==> src/rtl/esd_pkg.sv <==
package esd_pkg;
  // depth of the data delay: three preamble words plus the status word
  localparam int PIPE = 4;

  typedef struct packed {
    logic sav;     // valid start-of-active code
    logic eav;     // valid end-of-active code
    logic vblank;  // V flag of the status word
    logic bad;     // preamble followed by an illegal status word
  } trs_ev_t;

  function automatic logic [3:0] guard_bits(input logic f, input logic v, input logic h);
    return {v ^ h, f ^ h, f ^ v, f ^ v ^ h};
  endfunction
endpackage

==> src/rtl/esd_trs_find.sv <==
module esd_trs_find
  import esd_pkg::*;
#(
  parameter int DW = 16
) (
  input  logic          clk,
  input  logic          rst,
  input  logic [DW-1:0] din,
  output logic [DW-1:0] dout,
  output trs_ev_t       ev
);
  localparam int HB = DW / 2;
  localparam logic [DW-1:0] FILL = {HB'(8'h80), HB'(8'h10)};

  logic [DW-1:0] dly [PIPE];

  // delay line: stage 0 newest
  always_ff @(posedge clk) begin
    if (rst) dly[0] <= FILL;
    else     dly[0] <= din;
  end

  for (genvar g = 1; g < PIPE; g++) begin : g_stage
    always_ff @(posedge clk) begin
      if (rst) dly[g] <= FILL;
      else     dly[g] <= dly[g-1];
    end
  end

  assign dout = dly[PIPE-1];

  logic          pre_seen;
  logic [HB-1:0] st;
  logic          st_ok;

  always_comb begin
    pre_seen = (dly[2] == '1) && (dly[1] == '0) && (dly[0] == '0);
    st       = din[HB-1:0];
    st_ok    = (din[DW-1:HB] == st) && st[7] &&
               (st[3:0] == guard_bits(st[6], st[5], st[4]));
    ev.sav    = pre_seen && st_ok && !st[4];
    ev.eav    = pre_seen && st_ok && st[4];
    ev.vblank = st[5];
    ev.bad    = pre_seen && !st_ok;
  end
endmodule

==> src/rtl/esd_sync_gen.sv <==
module esd_sync_gen
  import esd_pkg::*;
#(
  parameter int CW = 12
) (
  input  logic          clk,
  input  logic          rst,
  input  trs_ev_t       ev,
  input  logic [CW-1:0] hs_delay,
  input  logic [CW-1:0] hs_width,
  input  logic [CW-1:0] vs_lines,
  output logic          de,
  output logic          hs,
  output logic          vs,
  output logic          code_err,
  output logic          frame_tick
);
  logic [PIPE-1:0] sav_sr;
  logic [CW-1:0]   pcnt, nxt, vcnt;
  logic            seen, prev_v;

  assign frame_tick = ev.sav && ev.vblank && !prev_v;

  always_comb nxt = ev.eav ? '0 : ((&pcnt) ? pcnt : pcnt + 1'b1);

  always_ff @(posedge clk) begin
    if (rst) begin
      sav_sr   <= '0;
      de       <= 1'b0;
      pcnt     <= '0;
      seen     <= 1'b0;
      hs       <= 1'b0;
      prev_v   <= 1'b0;
      vcnt     <= '0;
      vs       <= 1'b0;
      code_err <= 1'b0;
    end else begin
      sav_sr   <= {sav_sr[PIPE-2:0], ev.sav & ~ev.vblank};
      code_err <= ev.bad;
      // data-enable: cleared when the EAV's first word reaches the output
      if (ev.eav)                de <= 1'b0;
      else if (sav_sr[PIPE-1])   de <= 1'b1;
      // horizontal sync counted from the EAV's first word
      pcnt <= nxt;
      if (ev.eav) seen <= 1'b1;
      hs <= (seen || ev.eav) && (nxt >= hs_delay) && ((nxt - hs_delay) < hs_width);
      // vertical sync on valid SAV codes only
      if (ev.sav) begin
        prev_v <= ev.vblank;
        if (frame_tick) begin
          vs   <= 1'b1;
          vcnt <= CW'(1);
        end else if (vs) begin
          if (vcnt >= vs_lines) vs <= 1'b0;
          else                  vcnt <= vcnt + 1'b1;
        end
      end
    end
  end

  p_de_clear_on_eav_r3: assert property (@(posedge clk) disable iff (rst)
    ev.eav |=> !de);
  p_bad_keeps_vs_r6: assert property (@(posedge clk) disable iff (rst)
    ev.bad |=> $stable(vs));
  p_vs_rise_from_sav_r8: assert property (@(posedge clk) disable iff (rst)
    $rose(vs) |-> $past(ev.sav && ev.vblank));
  p_hs_off_zero_width_r7: assert property (@(posedge clk) disable iff (rst)
    ($past(hs_width) == '0) |-> !hs);
endmodule

==> src/rtl/esd_meter.sv <==
module esd_meter
  import esd_pkg::*;
#(
  parameter int CW = 12
) (
  input  logic          clk,
  input  logic          rst,
  input  trs_ev_t       ev,
  input  logic          frame_tick,
  output logic [CW-1:0] meas_w,
  output logic [CW-1:0] meas_h,
  output logic [CW-1:0] meas_t
);
  logic [CW-1:0] scnt, lcnt, last_w, last_t, hcnt;
  logic          line_act, eav_seen;

  always_ff @(posedge clk) begin
    if (rst) begin
      scnt <= '0; lcnt <= '0; last_w <= '0; last_t <= '0; hcnt <= '0;
      line_act <= 1'b0; eav_seen <= 1'b0;
      meas_w <= '0; meas_h <= '0; meas_t <= '0;
    end else begin
      scnt <= ev.sav ? '0 : ((&scnt) ? scnt : scnt + 1'b1);
      lcnt <= ev.eav ? '0 : ((&lcnt) ? lcnt : lcnt + 1'b1);
      if (ev.eav) begin
        eav_seen <= 1'b1;
        line_act <= 1'b0;
        if (eav_seen) last_t <= lcnt + 1'b1;
        if (line_act) last_w <= scnt - CW'(PIPE - 1);
      end
      if (ev.sav) begin
        line_act <= !ev.vblank;
        if (!ev.vblank) hcnt <= hcnt + 1'b1;
      end
      if (frame_tick) begin
        meas_w <= last_w;
        meas_h <= hcnt;
        meas_t <= last_t;
        hcnt   <= '0;
      end
    end
  end

  p_meas_hold_on_bad_r6: assert property (@(posedge clk) disable iff (rst)
    ev.bad |=> ($stable(meas_w) && $stable(meas_h) && $stable(meas_t)));
endmodule

==> src/rtl/esd_decoder.sv <==
module esd_decoder
  import esd_pkg::*;
#(
  parameter int DW = 16,
  parameter int CW = 12
) (
  input  logic          clk,
  input  logic          rst,
  input  logic [DW-1:0] vid_in,
  input  logic [CW-1:0] hs_delay,
  input  logic [CW-1:0] hs_width,
  input  logic [CW-1:0] vs_lines,
  output logic [DW-1:0] vid_out,
  output logic          de,
  output logic          hs,
  output logic          vs,
  output logic          code_err,
  output logic [CW-1:0] act_width,
  output logic [CW-1:0] act_height,
  output logic [CW-1:0] line_total
);
  trs_ev_t ev;
  logic    frame_tick;

  esd_trs_find #(.DW(DW)) i_find (
    .clk(clk), .rst(rst), .din(vid_in), .dout(vid_out), .ev(ev)
  );

  esd_sync_gen #(.CW(CW)) i_sync (
    .clk(clk), .rst(rst), .ev(ev),
    .hs_delay(hs_delay), .hs_width(hs_width), .vs_lines(vs_lines),
    .de(de), .hs(hs), .vs(vs), .code_err(code_err), .frame_tick(frame_tick)
  );

  esd_meter #(.CW(CW)) i_meter (
    .clk(clk), .rst(rst), .ev(ev), .frame_tick(frame_tick),
    .meas_w(act_width), .meas_h(act_height), .meas_t(line_total)
  );

  // the error pulse must coincide with the rejected preamble on the data path
  p_err_with_ff_r5: assert property (@(posedge clk) disable iff (rst)
    code_err |-> (vid_out == '1));
endmodule

==> config.mk <==
export PLATFORM = sky130hd
export DESIGN_NAME = esd_decoder
export DESIGN_NICKNAME = d
export VERILOG_FILES = /design/src/rtl/esd_pkg.sv /design/src/rtl/esd_trs_find.sv /design/src/rtl/esd_sync_gen.sv /design/src/rtl/esd_meter.sv /design/src/rtl/esd_decoder.sv
export SDC_FILE = /design/constraint.sdc
export NUM_CORES = 1
export LEC_CHECK = 0
export ABC_AREA = 1
export BUFFER_PORTS_ARGS = -buffer_cell sky130_fd_sc_hd__buf_2
export CORE_MARGIN = 8
export CORE_UTILIZATION = 40
export CTS_CLUSTER_SIZE = 20
export DETAILED_ROUTE_END_ITERATION = 10
export GPL_TIMING_DRIVEN = 0
export PLACE_DENSITY = 0.65
export RECOVER_POWER = 25
export SYNTH_ARGS = -nofsm -noshare
export SYNTH_HDL_FRONTEND = slang
export SYNTH_SLANG_ARGS = --single-unit
==> constraint.sdc <==
create_clock -name clk -period 4.1 [get_ports clk]
set_input_delay 0.82 -clock clk [delete_from_list [all_inputs] [get_ports clk]]
set_output_delay 0.82 -clock clk [all_outputs]
set_load 0.05 [all_outputs]
Word level (Yosys, flattened, before mapping)

Memories as Yosys holds them, arrays and structs flattened.
Index checks and enable logic that the tools add are counted.

Flip-flop bits (word level): 131
RAM bits: 64
Input port bits: 54
Output and inout port bits: 56
Word-level logic and storage cells: 91
Memories kept: 1

Memories:

| memory     | words | width | read ports | clocked after memory_dff | wr ports | line               | text |
|---|---|---|---|---|---|---|---|
| i_find.dly | 4     | 16    | 4          | 0                        | 4        | esd_trs_find.sv:15 | `logic [DW-1:0] dly [PIPE];` |

$add $sub $neg: 7
Magnitude comparators: 3
Eq/ne operators: 4
Muxes and demuxes: 17
Bitwise logic cells: 10
Reduce and logical (&&, ||, !) cells: 31

Operators by type and width:

| kind                                                                 | number |
|---|---|
| 16-bit 2-to-1 mux                                                    | 4 |
| 12-bit by 1-bit adder with 12-bit output, second input constant      | 5 |
| 12-bit 2-to-1 mux                                                    | 5 |
| 12-bit AND reduction                                                 | 3 |
| 16-bit logical NOT                                                   | 2 |
| 12-bit greater-or-equal comparator                                   | 2 |
| 16-bit equality test, second input constant                          | 1 |
| 1-bit logical AND                                                    | 12 |
| 12-bit < comparator                                                  | 1 |
| 12-bit subtractor                                                    | 1 |
| 12-bit by 2-bit subtractor with 12-bit output, second input constant | 1 |
| 8-bit equality test                                                  | 1 |
| 1-bit 2-to-1 mux                                                     | 8 |
| 2-bit AND reduction                                                  | 3 |
| 2-bit OR reduction                                                   | 3 |
| 4-bit equality test                                                  | 1 |
| 1-bit logical NOT                                                    | 4 |
| 1-bit OR                                                             | 4 |
| 2-bit nonzero test                                                   | 2 |
| 1-bit XOR                                                            | 4 |
| 3-bit AND reduction                                                  | 1 |
| 2-bit inequality test, second input constant                         | 1 |
| 1-bit AND                                                            | 1 |
| 1-bit logical OR                                                     | 1 |
| 1-bit NOT                                                            | 1 |

Depth between registers and ports, before layout

Depth after elaboration: 10
Mapped depth: 28
Mapped depth without buffers: 26

Modules after synthesis

Synthesis repeated with hierarchy kept, for this count alone.

Cells, all modules: 1,304
Area, all modules: 9,376.5 sq um

Modules (own cells, without submodules):

| module       | times used | cells each | area an instance (sq um) | sequential area each (sq um) |
|---|---|---|---|---|
| esd_meter    | 1          | 586        | 4,224.1                  | 1,961.9 |
| esd_sync_gen | 1          | 430        | 2,936.6                  | 680.7 |
| esd_trs_find | 1          | 288        | 2,215.9                  | 1,281.2 |

Worst setup path before layout

OpenSTA, ideal clock, no wires.

Path type: input port to flip-flop
Start: input vid_in[5]
End: register i_sync.hs
Setup time: 0.117 ns
Arrival time: 3.899 ns
Required time: 3.983 ns
Slack: 0.084 ns
Cell stages on the path: 28
Path buffers: 2
Path through: inv_2 -> buf_6 -> nand2_2 -> nand2_1 -> nor2_1 -> nand2_1 -> nor2_1 -> nand2_1 -> nor2_2 -> nand3_4 -> clkbuf_1 -> nand2_1 -> ha_1 -> inv_1 -> fa_1 -> a21oi_1 -> o21bai_1 -> nand3_1 -> nand2_1 -> xor2_1 -> ha_1 -> nand2_1 -> o21ai_0 -> a21oi_1 -> o21ai_0 -> nand3_1 -> nand3_1 -> a21oi_1

Longest elaborated chain between the ends: 10
Elaborated cells between the ends (all ways): 16

RTL lines:

| element                                                                 | line               | text |
|---|---|---|
| start, declared                                                         | esd_decoder.sv:9   | `input logic [DW-1:0] vid_in,` |
| 1-bit XOR (2 in series)                                                 | esd_pkg.sv:13      | `return {v ^ h, f ^ h, f ^ v, f ^ v ^ h};` |
| 4-bit equality test                                                     | esd_trs_find.sv:40 | `(st[3:0] == guard_bits(st[6], st[5], st[4]));` |
| 1-bit logical AND (*)                                                   | esd_trs_find.sv:39 | `st_ok = (din[DW-1:HB] == st) && st[7] &&` |
| 1-bit logical AND (*) (2 in series)                                     | esd_trs_find.sv:42 | `ev.eav = pre_seen && st_ok && st[4];` |
| 12-bit 2-to-1 mux                                                       | esd_sync_gen.sv:24 | `always_comb nxt = ev.eav ? '0 : ((&pcnt) ? pcnt : pcnt + 1'b1);` |
| 12-bit subtractor or 12-bit greater-or-equal comparator (tied branches) | esd_sync_gen.sv:46 | `hs <= (seen \|\| ev.eav) && (nxt >= hs_delay) && ((nxt - hs_delay) < hs_width);` |
| 12-bit < comparator or 1-bit logical AND (tied branches)                | esd_sync_gen.sv:46 |  |
| 1-bit logical AND (*)                                                   | esd_sync_gen.sv:46 |  |
| end signal, assigned                                                    | esd_sync_gen.sv:46 |  |
| end, declared                                                           | esd_sync_gen.sv:13 | `output logic hs,` |

Every way passes the cells marked *; elsewhere a longest branch is shown, timed or not.
A chain may end at the register's enable or synchronous reset.

Worst setup path after layout

Start: input vid_in[4]
End: register i_sync.hs

Longest elaborated chain between the ends: 9
Elaborated cells between the ends (all ways): 16

RTL lines:

| element                                                                 | line |
|---|---|
| 8-bit equality test or 1-bit XOR (tied branches)                        | esd_trs_find.sv:39, esd_pkg.sv:13 |
| 1-bit logical AND or 4-bit equality test (tied branches)                | esd_trs_find.sv:39, esd_trs_find.sv:40 |
| 1-bit logical AND                                                       | esd_trs_find.sv:39 |
| 1-bit logical AND                                                       | esd_trs_find.sv:42 |
| 1-bit logical AND (*)                                                   | esd_trs_find.sv:42 |
| 12-bit 2-to-1 mux                                                       | esd_sync_gen.sv:24 |
| 12-bit subtractor or 12-bit greater-or-equal comparator (tied branches) | esd_sync_gen.sv:46 |
| 12-bit < comparator or 1-bit logical AND (tied branches)                | esd_sync_gen.sv:46 |
| 1-bit logical AND (*)                                                   | esd_sync_gen.sv:46 |

Marks and branches as above.

==> out/metrics.cfg <==
[floorplan]
core_area_um2=22640
die_w_um=167.6
num_rows=55
die_h_um=167.6
die_area_um2=28100
start_util_pct=40.62
num_io_pins=110

[timing]
timing.fmax_mhz=257.1
hold_slack_ps=410.9
fin_skew_ps=11.23
drv_slew=0
max_slew_margin_pct=59.93
fin_crit_sh_pct=94.88
tightestPinTransition_ps=596.4
finalCriticalPeriod_ps=3890
finalSetupViolCount=0
hold_violations=0

[yosys]
synth_fa_ha_area_share_pct=5.660
syn_area_per_cell_um2=7.224
synth_area_um2=9196
synth_edf_count=0
synth-seq-cells=195
synth_fp_nets=1368
synthMuxAreaShare_pct=0
synthXorXnorAreaFrac_pct=4.476
ys_types=45
synth_top_family_by_area=simple AND/OR/NAND/NOR gates
synth_compound_area_share_pct=10.79
synth-async-reset-ratio_pct=0
synth-simple-area-share_pct=25.73
seq_area_frac_synth_pct=42.45
syn-instance-count=1273
yosysWarnings=0
synth-main-ff-cell=dfxtp_1

[placement]
hpwl_um=16300
portBuffers=109
gp_congestion=0.8931

[power]
peakVddDrop_mv=0.2845
leakagePower_nw=4.980
p_per_area_nw_per_um2=356.5

[routing]
wl_per_cell_um=12.47
drt_iter0_markers=416
vias=7970
wirelength_um=21280
antenna_violating_nets_post_route=0
drcViolationCount=0
via_per_inst=4.669
drtPass1Iterations=5

[setup_path]
cp_max_fo=10
r2r_start=i_find.dly[2][0]$_SDFF_PP0_
slowest_delay_ps=360
required_ps=4420
crit_path_start_kind=input port
rrSetupSlack_ps=370
crit_arrival_ps=4210
critPathKind=in2reg
r2r_cells=25
r2r_end=i_sync.hs$_SDFF_PP0_
setup.worst_path.start=vid_in[4]
cp_slowest_cell=fa_2
cp-end-kind=flop

[clock_network]
cts_root_buffer=clkbuf_16
clockBufferDepth=2
ctsHoldBuffers=0
cts_tree=done
clock_latency_ps=430
cts.htree.levels=4
clk_pin_slew_ps=70
numCtsBuffers=17
numClockSinks=195

[global_route]
antenna_found_initial=0
grt_max_degree=19
track_usage_pct=15.11
grt_pass1_vias=7584
grt_overflow=0
grt_pass1_wl_um=35620

[cells_and_area]
final_common_cell=nor2_1
n_antenna_cell=0
final_cell_mix=211 x nor2_1, 209 x inv_1, 196 x nand2_1
drive_above_1_share_pct=15.47
final_core_util_pct=48.01
area_growth_syn_to_layout_pct=18.19
final_nets=1504

[min_path]
hp-start=i_sync.sav_sr[1]$_SDFF_PP0_
min_to=i_sync.sav_sr[2]$_SDFF_PP0_
hold_class=reg2reg
worstHoldPathCells=2

[outcome]
status=completed

[flow_run]
max_cap_violations=0

==> cell families (layout without fill, tap and decap cells) <==
family / Yosys count / count (layout)
AOI/OAI and AO/OA: 191 / 191
DFF: 195 / 195
adders and majority gates: 41 / 41
xor gates and xnor gates: 47 / 47
buffers and inverters: 253 / 402
and+or+nand+nor: 546 / 546
==> area by class of cell <==
cell class	instances	area, µm²
clock inverters	13	117.6
fillers	2260	11770
repair buffers	117	623.1
clock buffers	19	452.9
inverters	218	818.3
plain buffers	35	195.2
multi-input cells	825	4402
flip-flops and latches	195	3904
well taps	285	356.6
==> repair_timing <==
item | in CTS | in global routing
pin swaps | 1 | 20
resized for setup | 8 | 40
endpoints found under the setup margin | 1 | 1
setup buffers | 1 | 7
==> worst max path at each step <==
stage / end / slack [ps]
2_1_floorplan: i_sync.hs$_SDFF_PP0_ / 80
4_1_cts: i_sync.hs$_SDFF_PP0_ / 30
6_report: i_sync.hs$_SDFF_PP0_ / 210
3_3_place_gp: i_sync.hs$_SDFF_PP0_ / -810
3_5_place_dp: i_sync.hs$_SDFF_PP0_ / -860
5_1_grt: i_sync.hs$_SDFF_PP0_ / -60
==> report_power, final <==
part	switching (mW)	internal (mW)
Sequential	0.0156	1.92
Combinational	0.207	0.133
Clock	0.768	0.830
Total	0.991	2.88
==> cells in the mapped netlist (2+ instances only) <==
cell,n,area [µm²]
o211a_1,2,20.02
o21ai_0,78,390.4
o21ai_1,9,45.04
nor2_2,2,12.51
nor2_1,213,799.5
a21oi_1,91,455.4
nor4_1,3,18.77
buf_6,5,56.30
o21bai_1,2,15.01
ha_1,40,500.5
or2_2,10,62.56
clkbuf_1,22,82.58
inv_1,211,792.0
xnor2_1,7,61.31
nand3_1,40,200.2
nand3b_1,4,30.03
nand2_1,203,762.0
nand4_1,27,168.9
nor3_1,27,135.1
a21boi_0,2,15.01
o21a_1,2,15.01
dfxtp_1,195,3904
nand3_2,2,20.02
nand2_2,2,12.51
xor2_1,40,350.3
buf_2,6,30.03
buf_4,2,15.01
inv_2,6,22.52
nor2_4,3,33.78
a31oi_1,2,12.51
==> state kept, by name (all words and copies together), names as in the netlist <==
signal	flops
i_meter.meas_w	12
i_sync.vcnt	12
i_sync.de	1
i_sync.seen	1
i_meter.scnt	12
i_sync.vs	1
i_meter.meas_t	12
i_sync.sav_sr	4
i_sync.pcnt	12
i_meter.last_t	12
i_meter.meas_h	12
i_sync.hs	1
i_sync.code_err	1
i_meter.lcnt	12
i_find.dly	64
i_meter.last_w	12
i_meter.line_act	1
i_meter.hcnt	12
i_sync.prev_v	1
==> worst max-delay path, delay by kind of cell <==
family / cells / cell delay [ps]
simple gates: 13 / 1200
buf+inv: 6 / 560
xor+xnor: 1 / 160
fa+ha+maj: 3 / 830
compound gates: 6 / 620
==> per-layer routing <==
metal	wire, µm	part of all wire (%)	track usage [%]	vias to the layer above
met2	9837	46	25.67	154
met3	890	4.2	3.221	26
li1	-	-	-	4280
met1	10190	48	18.92	3510
met4	363	1.7	4.503	0
met5	0	0	0	-
==> stage by stage <==
step / TNS (ps) / area [µm²] / std cells / total power, mW / setup slack, ps
detailed placement: -855.4 / 10100 / 1667 / 2.287 / -855.4
global route: -56.06 / 10870 / 1707 / 4.036 / -56.06
floorplan: 0 / 9196 / 1273 / 2.193 / 83.79
finish: 0 / 10870 / 1707 / 3.875 / 209.9
global placement: -812.0 / 10100 / 1667 / 2.280 / -812.0
CTS: 0 / 10690 / 1700 / 3.878 / 31.07
(Power assumes the default switching activity.)
